==> src/rtl/rx_event_pkg.sv <==
package rx_event_pkg;
  // Strobes from control to datapath, evaluated each cycle.
  typedef struct packed {
    logic mute;       // lock lost: zero sample, drop validity
    logic load;       // take new sample on this strobe
    logic clrSticky;  // host read: clear sticky change flags
  } dpCmd_t;

  localparam int unsigned ST_LOCK  = 0;
  localparam int unsigned ST_PAR   = 1;
  localparam int unsigned ST_NPCM  = 2;
  localparam int unsigned ST_AUDIO = 3;
  localparam int unsigned ST_VALID = 4;
  localparam int unsigned ST_QCHG  = 5;
  localparam int unsigned ST_CSCHG = 6;
  localparam int unsigned ST_DET   = 7;
  localparam int unsigned ST_W     = 8;
endpackage

==> src/rtl/rx_event_ctrl.sv <==
module rx_event_ctrl
  import rx_event_pkg::*;
#(
  parameter int unsigned HOLD_0 = 0,
  parameter int unsigned HOLD_1 = 384,
  parameter int unsigned HOLD_2 = 1024,
  parameter int unsigned HOLD_3 = 4096
) (
  input  logic       clk,
  input  logic       rstN,
  input  logic       fsTick,
  input  logic       lockLost,
  input  logic       parErr,
  input  logic       nonPcm,
  input  logic       audioFlag,
  input  logic [3:0] maskIn,
  input  logic [1:0] holdSel,
  input  logic       rdStrobe,
  output logic       irqA,
  output logic       irqB,
  output dpCmd_t     cmd
);
  localparam int unsigned CNT_W = $clog2(HOLD_3 + 1);

  logic             actA, actB;
  logic [CNT_W-1:0] holdCnt, holdLen, cntNext;

  always_comb begin
    actA = (lockLost & ~maskIn[0]) | (parErr & ~maskIn[1]);
    actB = (nonPcm & ~maskIn[2]) | (audioFlag & ~maskIn[3]);
    cntNext = holdCnt + 1'b1;
    unique case (holdSel)
      2'd0:    holdLen = CNT_W'(HOLD_0);
      2'd1:    holdLen = CNT_W'(HOLD_1);
      2'd2:    holdLen = CNT_W'(HOLD_2);
      default: holdLen = CNT_W'(HOLD_3);
    endcase
  end

  // Stretched link-error line and its hold counter.
  always_ff @(posedge clk) begin
    if (!rstN) begin
      irqA    <= 1'b0;
      holdCnt <= '0;
    end else if (actA) begin
      irqA    <= 1'b1;
      holdCnt <= '0;
    end else if (irqA) begin
      if (holdLen == '0) begin
        irqA    <= 1'b0;
        holdCnt <= '0;
      end else if (fsTick) begin
        if (cntNext >= holdLen) begin
          irqA    <= 1'b0;
          holdCnt <= '0;
        end else begin
          holdCnt <= cntNext;
        end
      end
    end
  end

  always_ff @(posedge clk) begin
    if (!rstN) irqB <= 1'b0;
    else       irqB <= actB;
  end

  always_comb begin
    cmd.mute      = lockLost;
    cmd.load      = fsTick & ~lockLost & ~parErr;
    cmd.clrSticky = rdStrobe;
  end


  irqa_raise_chk: assert property (@(posedge clk) disable iff (!rstN)
    actA |=> irqA);

  irqa_zero_hold_chk: assert property (@(posedge clk) disable iff (!rstN)
    (!actA && holdSel == 2'd0) |=> !irqA);

  irqb_follow_chk: assert property (@(posedge clk) disable iff (!rstN)
    actB |=> irqB);

  irqb_release_chk: assert property (@(posedge clk) disable iff (!rstN)
    !actB |=> !irqB);

  hold_range_chk: assert property (@(posedge clk) disable iff (!rstN)
    (holdCnt <= CNT_W'(HOLD_3)));

  hold_quiet_chk: assert property (@(posedge clk) disable iff (!rstN)
    (!actA && !fsTick && irqA && holdLen != '0) |=> irqA);
endmodule

==> src/rtl/rx_event_dpath.sv <==
module rx_event_dpath
  import rx_event_pkg::*;
#(
  parameter int unsigned DATA_W = 24
) (
  input  logic              clk,
  input  logic              rstN,
  input  dpCmd_t            cmd,
  input  logic [DATA_W-1:0] sampleIn,
  input  logic              validIn,
  input  logic              lockLost,
  input  logic              parErr,
  input  logic              nonPcm,
  input  logic              audioFlag,
  input  logic              qChgEv,
  input  logic              csChgEv,
  input  logic              detChgEv,
  output logic [DATA_W-1:0] sampleOut,
  output logic              validOut,
  output logic [ST_W-1:0]   status
);
  localparam int unsigned N_STK = 3;

  logic [N_STK-1:0] stkEv, stkFlag;

  assign stkEv = {detChgEv, csChgEv, qChgEv};

  always_ff @(posedge clk) begin
    if (!rstN) begin
      sampleOut <= '0;
      validOut  <= 1'b0;
    end else begin
      validOut <= validIn & ~cmd.mute;
      if (cmd.mute)      sampleOut <= '0;
      else if (cmd.load) sampleOut <= sampleIn;
    end
  end

  // One sticky cell per change event; an event beats a read.
  for (genvar i = 0; i < N_STK; i++) begin : g_stk
    always_ff @(posedge clk) begin
      if (!rstN) stkFlag[i] <= 1'b0;
      else       stkFlag[i] <= stkEv[i] | (stkFlag[i] & ~cmd.clrSticky);
    end
  end

  always_comb begin
    status           = '0;
    status[ST_LOCK]  = lockLost;
    status[ST_PAR]   = parErr;
    status[ST_NPCM]  = nonPcm;
    status[ST_AUDIO] = audioFlag;
    status[ST_VALID] = validIn;
    status[ST_QCHG]  = stkFlag[0];
    status[ST_CSCHG] = stkFlag[1];
    status[ST_DET]   = stkFlag[2];
  end


  mute_zero_chk: assert property (@(posedge clk) disable iff (!rstN)
    cmd.mute |=> (sampleOut == '0 && !validOut));

  load_take_chk: assert property (@(posedge clk) disable iff (!rstN)
    cmd.load |=> (sampleOut == $past(sampleIn)));

  keep_sample_chk: assert property (@(posedge clk) disable iff (!rstN)
    (!cmd.mute && !cmd.load) |=> $stable(sampleOut));

  sticky_set_chk: assert property (@(posedge clk) disable iff (!rstN)
    qChgEv |=> status[ST_QCHG]);

  sticky_clr_chk: assert property (@(posedge clk) disable iff (!rstN)
    (cmd.clrSticky && !csChgEv) |=> !status[ST_CSCHG]);
endmodule

==> src/rtl/rx_event_irq.sv <==
module rx_event_irq
  import rx_event_pkg::*;
#(
  parameter int unsigned DATA_W = 24,
  parameter int unsigned HOLD_0 = 0,
  parameter int unsigned HOLD_1 = 384,
  parameter int unsigned HOLD_2 = 1024,
  parameter int unsigned HOLD_3 = 4096
) (
  input  logic              clk,
  input  logic              rstN,
  input  logic              fsTick,
  input  logic              lockLost,
  input  logic              parErr,
  input  logic              nonPcm,
  input  logic              audioFlag,
  input  logic              validIn,
  input  logic              qChgEv,
  input  logic              csChgEv,
  input  logic              detChgEv,
  input  logic [3:0]        maskIn,
  input  logic [1:0]        holdSel,
  input  logic              rdStrobe,
  input  logic [DATA_W-1:0] sampleIn,
  output logic              irqA,
  output logic              irqB,
  output logic [DATA_W-1:0] sampleOut,
  output logic              validOut,
  output logic [7:0]        status
);
  dpCmd_t cmd;

  rx_event_ctrl #(
    .HOLD_0(HOLD_0), .HOLD_1(HOLD_1), .HOLD_2(HOLD_2), .HOLD_3(HOLD_3)
  ) u_ctrl (
    .clk(clk), .rstN(rstN), .fsTick(fsTick),
    .lockLost(lockLost), .parErr(parErr), .nonPcm(nonPcm),
    .audioFlag(audioFlag), .maskIn(maskIn), .holdSel(holdSel),
    .rdStrobe(rdStrobe), .irqA(irqA), .irqB(irqB), .cmd(cmd)
  );

  rx_event_dpath #(.DATA_W(DATA_W)) u_dpath (
    .clk(clk), .rstN(rstN), .cmd(cmd),
    .sampleIn(sampleIn), .validIn(validIn),
    .lockLost(lockLost), .parErr(parErr), .nonPcm(nonPcm),
    .audioFlag(audioFlag), .qChgEv(qChgEv), .csChgEv(csChgEv),
    .detChgEv(detChgEv), .sampleOut(sampleOut), .validOut(validOut),
    .status(status)
  );
endmodule

==> config.mk <==
export PLATFORM = sky130hd
export DESIGN_NAME = rx_event_irq
export DESIGN_NICKNAME = d
export VERILOG_FILES = /design/src/rtl/rx_event_pkg.sv /design/src/rtl/rx_event_ctrl.sv /design/src/rtl/rx_event_dpath.sv /design/src/rtl/rx_event_irq.sv
export SDC_FILE = /design/constraint.sdc
export NUM_CORES = 1
export LEC_CHECK = 0
export BUFFER_PORTS_ARGS = -buffer_cell sky130_fd_sc_hd__buf_2
export CAP_MARGIN = 20
export CORE_ASPECT_RATIO = 1.75
export CORE_UTILIZATION = 30
export CTS_BUF_LIST = sky130_fd_sc_hd__clkbuf_4 sky130_fd_sc_hd__clkbuf_8 sky130_fd_sc_hd__clkbuf_16
export CTS_CLUSTER_SIZE = 8
export DETAILED_ROUTE_END_ITERATION = 6
export GPL_ROUTABILITY_DRIVEN = 0
export MAX_ROUTING_LAYER = met4
export PLACE_DENSITY_LB_ADDON = 0.25
export SYNTH_ARGS = -nofsm -noshare
export SYNTH_HDL_FRONTEND = slang
export SYNTH_HIERARCHICAL = 1
export SYNTH_SLANG_ARGS = --single-unit
==> constraint.sdc <==
create_clock -name clk -period 9.4 [get_ports clk]
set_clock_uncertainty 0.15 [all_clocks]
set_input_delay 0.94 -clock clk [delete_from_list [all_inputs] [get_ports clk]]
set_output_delay 0.94 -clock clk [all_outputs]
set_load 0.02 [all_outputs]
### Word-level counts from Yosys, hierarchy flattened

Index checks and enable logic that the tools add are counted.

| word-level totals | value |
|---|---|
| bits in registers | 43 |
| latch bits | 0 |
| bits in writable memories | 0 |
| ROM bits | 0 |
| bits of input ports | 42 |
| output and inout bits | 35 |
| memories kept | 0 |

| cells by class | value |
|---|---|
| $add $sub $neg | 1 |
| multipliers | 0 |
| divide/modulo/power cells | 0 |
| $lt $le $gt $ge | 1 |
| equality and inequality tests | 2 |
| shifts and indexed selects | 0 |
| multiplexer cells | 9 |
| bitwise operators | 23 |
| reductions and logical operators | 6 |

Operators with widths:

| cell | number |
|---|---|
| $mux W13 | 3 |
| $pmux W13 S3 | 1 |
| $add A13 B1 Y13 const B | 1 |
| $ge A13 B13 Y1 | 1 |
| $logic_not A13 Y1 | 1 |
| $and A1 B1 Y1 | 10 |
| $not A1 Y1 | 8 |
| $mux W1 | 5 |
| $or A1 B1 Y1 | 5 |
| $reduce_or A2 Y1 | 2 |
| $eq A2 B1 Y1 const B | 1 |
| $eq A2 B2 Y1 const B | 1 |
| $logic_not A2 Y1 | 1 |
| $reduce_and A2 Y1 | 1 |
| $reduce_bool A2 Y1 | 1 |

### Logic depth before layout (Yosys ltp)

| logic depth | value |
|---|---|
| depth in word-level cells | 8 |
| depth in mapped cells | 13 |

### Cells and area by module

The synthesis kept the hierarchy.

By module, submodules not included:

| module | times used | cells each | area an instance (µm²) | seq. area each (µm²) |
|---|---|---|---|---|
| rx_event_ctrl | 1 | 144 | 1094.8 | 300.3 |
| rx_event_dpath | 1 | 96 | 1068.5 | 560.5 |

### Worst setup path after synthesis

Ideal clock, no wire load.

| path | value |
|---|---|
| path kind | register -> register |
| from | reg u_ctrl.holdCnt[0] |
| to | reg u_ctrl.holdCnt[10] |
| library setup time | 70 ps |
| arrival time | 2806 ps |
| setup slack | 6373 ps |
| stages on the path, launching flop included | 14 |
| path buffers | 1 |
| clock period less this slack | 3027 ps |
| cell sequence | dfxtp_1 ha_1 nand2_1 nor3_1 nand3_1 and2_1 or2_2 ha_1 or3_1 a221o_1 o21ai_4 buf_6 o221ai_1 a21oi_1 |

| on the way | value |
|---|---|
| word-level cells in the longest chain between the ends | 5 |

Ends and longest elaborated chain:

| what | RTL line | source |
|---|---|---|
| from (decl) | rx_event_ctrl.sv:26 | `logic [CNT_W-1:0] holdCnt, holdLen, cntNext;` |
| from (signal assigned) | rx_event_ctrl.sv:57 | `holdCnt <= cntNext;` |
| $add A13 B1 Y13 (*) | rx_event_ctrl.sv:31 | `cntNext = holdCnt + 1'b1;` |
| $ge A13 B13 Y1 | rx_event_ctrl.sv:53 | `if (cntNext >= holdLen) begin` |
| $mux W13 (*) | rx_event_ctrl.sv:53 |  |
| $mux W13 (*) | rx_event_ctrl.sv:52 | `end else if (fsTick) begin` |
| $mux W13 (*) | rx_event_ctrl.sv:49 | `if (holdLen == '0) begin` |

Mark *: on every way between the ends. The rest lies on a longest branch, timed or not. The select of a mux whose other input is x is not followed.
A chain may end at the register's enable or synchronous reset.

### Worst setup path in the final report

| path | value |
|---|---|
| from | reg u_ctrl.holdCnt[0] |
| to | reg u_ctrl.holdCnt[2] |

Same word-level chain as after synthesis.

==> insert_results.sql <==
INSERT INTO impl_metrics (metric_group, metric, value, unit) VALUES
('outcome', 'outcome', 'complete, no violations', ''),
('logic_synthesis', 'mappedNetlistNets', '287', ''),
('logic_synthesis', 'synth.top_cell.area_share', '39.8', '%'),
('floorplanning', 'row_cnt', '40', ''),
('logic_synthesis', 'yosys_reg_bits', '43', ''),
('floorplanning', 'design.die.area', '7570', 'sq um'),
('setup_path', 'worst_setup_path_end_kind', 'flip-flop', ''),
('timing', 'slew_viol_final', '0', ''),
('floorplanning', 'die_width', '66.2', 'um'),
('final_layout', 'most_used_cells_in_the_layout_excluding_fill_and_tap_cells', '76 x sky130_fd_sc_hd__buf_2, 43 x sky130_fd_sc_hd__dfxtp_1, 32 x sky130_fd_sc_hd__nor2_1, 25 x sky130_fd_sc_hd__mux2i_1, 20 x sky130_fd_sc_hd__nand2_1', ''),
('final_layout', 'layout-area-overhead-vs-synth', '21.9', '%'),
('final_layout', 'antenna-diode-count', '0', ''),
('setup_path', 'worst_setup_path_endpoint', 'u_ctrl/holdCnt[2]$_SDFFE_PP0P_', ''),
('placed_design', 'portBuffers', '76', ''),
('clock_tree', 'post_cts.repair.setup_buffers', '0', ''),
('setup_path', 'critical_path.reg2reg.endpoint', 'u_ctrl/holdCnt[2]$_SDFFE_PP0P_', ''),
('min_path', 'holdCritPathClass', 'flip-flop to flip-flop', ''),
('routing', 'detail_route.vias_per_cell', '4.74', ''),
('timing', 'max_freq', '290', 'MHz'),
('timing', 'relSlewSlack', '29.4', '%'),
('setup_path', 'worst_r2r_path_depth', '12', ''),
('routing', 'detail_route.first_pass.iterations', '4', ''),
('routing', 'ant_nets', '0', ''),
('logic_synthesis', 'synth_warnings', '6', ''),
('global_route', 'grt_usage', '13.4', '%'),
('setup_path', 'crit_start', 'u_ctrl/holdCnt[0]$_SDFFE_PP0P_', ''),
('logic_synthesis', 'synth-edff-count', '0', ''),
('clock_tree', 'cts_tree', 'yes', ''),
('timing', 'report.final.setup_viol', '0', ''),
('timing', 'timing.setup.tns', '0', 'ns'),
('logic_synthesis', 'mappedNetlistArea', '2160', 'sq um'),
('global_route', 'groute.layer.met2.usage', '22.4', '%'),
('global_route', 'wire_length_of_the_first_global_routing_pass', '7.47', 'mm'),
('timing', 'worst_pin_slew', '1.05', 'ns'),
('clock_tree', 'post_cts_hold_buffer_count', '0', ''),
('setup_path', 'crit_path_max_fanout', '14', ''),
('logic_synthesis', 'synth-seq-area-share', '39.8', '%'),
('global_route', 'first_global_vias', '1716', ''),
('final_layout', 'fin_nets', '352', ''),
('clock_tree', 'clk-insertion-delay-late', '0.29', 'ns'),
('timing', 'timing.final.crit_period', '3.45', 'ns'),
('clock_tree', 'path_clk_slew', '0.06', 'ns'),
('logic_synthesis', 'synth_unique_cells', '39', ''),
('clock_tree', 'clkSinkCount', '43', ''),
('logic_synthesis', 'number_of_cells_produced_by_synthesis', '240', ''),
('flow_run', 'maxCapViolations', '0', ''),
('final_layout', 'fillers', '742', ''),
('routing', 'via_count', '1847', ''),
('clock_tree', 'number_of_cts_inserted_buffers', '5', ''),
('setup_path', 'cp_data_arrival_time', '3.50', 'ns'),
('floorplanning', 'num_io_pins', '77', ''),
('logic_synthesis', 'synth_largest_area_cell', 'sky130_fd_sc_hd__dfxtp_1', ''),
('clock_tree', 'cts_resized', '0', ''),
('timing', 'timing_hold_violations_final', '0', ''),
('logic_synthesis', 'dominantRegCellSynth', 'sky130_fd_sc_hd__dfxtp_1', ''),
('global_route', 'grt_max_degree', '26', ''),
('setup_path', 'worstReg2RegStart', 'u_ctrl/holdCnt[0]$_SDFFE_PP0P_', ''),
('clock_tree', 'cts-root-buf', 'sky130_fd_sc_hd__clkbuf_16', ''),
('routing', 'finalWirelength', '4.79', 'mm'),
('setup_path', 'worstSetupPathType', 'flip-flop to flip-flop', ''),
('global_route', 'use_met1', '14.2', '%'),
('timing', 'post-route-worst-setup-slack', '5.95', 'ns'),
('global_route', 'global_route.overflow_total', '0', ''),
('floorplanning', 'core_area', '6910', 'sq um'),
('placed_design', 'dpl.hpwl', '3.61', 'mm'),
('power_and_ir_drop', 'power_per_cell_area', '153', 'nW/um^2'),
('final_layout', 'final_layout_size_suffix_gt1_share', '30.1', '%'),
('timing', 'min_period_over_period', '36.7', '%'),
('final_layout', 'final_common_cell', 'sky130_fd_sc_hd__buf_2', ''),
('floorplanning', 'die_height', '114', 'um'),
('logic_synthesis', 'netlist_top_cells_area', 'sky130_fd_sc_hd__dfxtp_1 40%, sky130_fd_sc_hd__mux2i_1 12%, sky130_fd_sc_hd__nor2_1 5.6%', '');
-- logic make-up (layout without fill, tap and decap cells) --
group / after synthesis / in the layout / synth area share [%]
AO/OA/AOI/OAI: 42 / 42 / 13.5
buffers and inverters: 32 / 98 / 10.2
adder cells (fa/ha/maj): 5 / 5 / 2.89
flip-flops: 43 / 43 / 39.8
AND/OR/NAND/NOR: 85 / 85 / 18.8
XOR/XNOR: 8 / 8 / 3.24
multiplexers: 25 / 25 / 11.6
-- metal layers --
metal / routed length [um] / vias to the layer above / part of all wire, %
met2: 2390 / 67 / 50
li1: - / 946 / -
met4: 84 / 0 / 1.8
met3: 324 / 6 / 6.8
met5: 0 / - / 0
met1: 1990 / 828 / 42
-- Yosys cell counts, drive strengths merged (3+ instances only) --
library cell	n
dfxtp	43
nor2	32
mux2i	25
nand2	20
buf	16
a21oi	13
inv	13
o211ai	10
nand2b	6
ha	5
nand3	5
xnor2	5
nor2b	4
nor3	4
o21ai	4
clkbuf	3
o21a	3
or3	3
xor2	3
-- report_power, final --
part	total, mW	switching (mW)	leakage [nW]	internal (mW)
combinational	0.0425	0.0255	0.698	0.0170
sequential	0.187	0.00148	0.349	0.185
clock	0.174	0.0744	0.0664	0.0993
total	0.403	0.101	1.11	0.302
-- worst max-delay path, stage by stage (launching register included) --
cell	delay [ns]
sky130_fd_sc_hd__dfxtp_1	0.39
sky130_fd_sc_hd__ha_1	0.23
sky130_fd_sc_hd__nand2_1	0.13
sky130_fd_sc_hd__nor3_1	0.26
sky130_fd_sc_hd__nand3_1	0.13
sky130_fd_sc_hd__and2_1	0.18
sky130_fd_sc_hd__or2_2	0.29
sky130_fd_sc_hd__ha_1	0.20
sky130_fd_sc_hd__or3_1	0.34
sky130_fd_sc_hd__a221o_1	0.30
sky130_fd_sc_hd__o21ai_4	0.35
sky130_fd_sc_hd__o2111ai_1	0.17
sky130_fd_sc_hd__a31oi_1	0.23
-- how the worst min path moves through the flow --
stage,from,endpoint,cells after the start
2_1_floorplan,u_ctrl/holdCnt[12]$_SDFFE_PP0P_,u_ctrl/holdCnt[12]$_SDFFE_PP0P_,2
3_3_place_gp,u_ctrl/holdCnt[12]$_SDFFE_PP0P_,u_ctrl/holdCnt[12]$_SDFFE_PP0P_,2
3_5_place_dp,u_ctrl/holdCnt[12]$_SDFFE_PP0P_,u_ctrl/holdCnt[12]$_SDFFE_PP0P_,2
4_1_cts,u_ctrl/holdCnt[12]$_SDFFE_PP0P_,u_ctrl/holdCnt[12]$_SDFFE_PP0P_,2
5_1_grt,u_ctrl/holdCnt[12]$_SDFFE_PP0P_,u_ctrl/holdCnt[12]$_SDFFE_PP0P_,2
6_report,u_ctrl/holdCnt[12]$_SDFFE_PP0P_,u_ctrl/holdCnt[12]$_SDFFE_PP0P_,2
-- state kept, by name (all words and copies together), names as in the netlist --
name	cells
u_ctrl/holdCnt	13
u_dpath/status	3
u_ctrl/irqB	1
u_dpath/validOut	1
u_dpath/sampleOut	24
u_ctrl/irqA	1
-- layout make-up --
cell class	count	area, sq um	area share [%]
clock buffer	5	125	4.74
clock inverter	3	23.8	0.901
sequential	43	861	32.6
inverter	13	48.8	1.85
tap	84	105	3.98
multi-input combinational	165	1090	41.2
timing repair buffer	77	388	14.7
-- stage by stage --
stage	util, %	cells	area [sq um]	hold slack (ns)	total power, mW
final	38.2	390	2640	0.322	0.403
after global routing	38.2	390	2640	0.337	0.421
after CTS	38.2	390	2640	0.323	0.409
after detailed placement	36.0	382	2490	0.312	0.234
after global placement	36.0	382	2490	0.307	0.234
after floorplan	-	240	2160	0.295	0.221
Power figures use the tool's default switching activity.
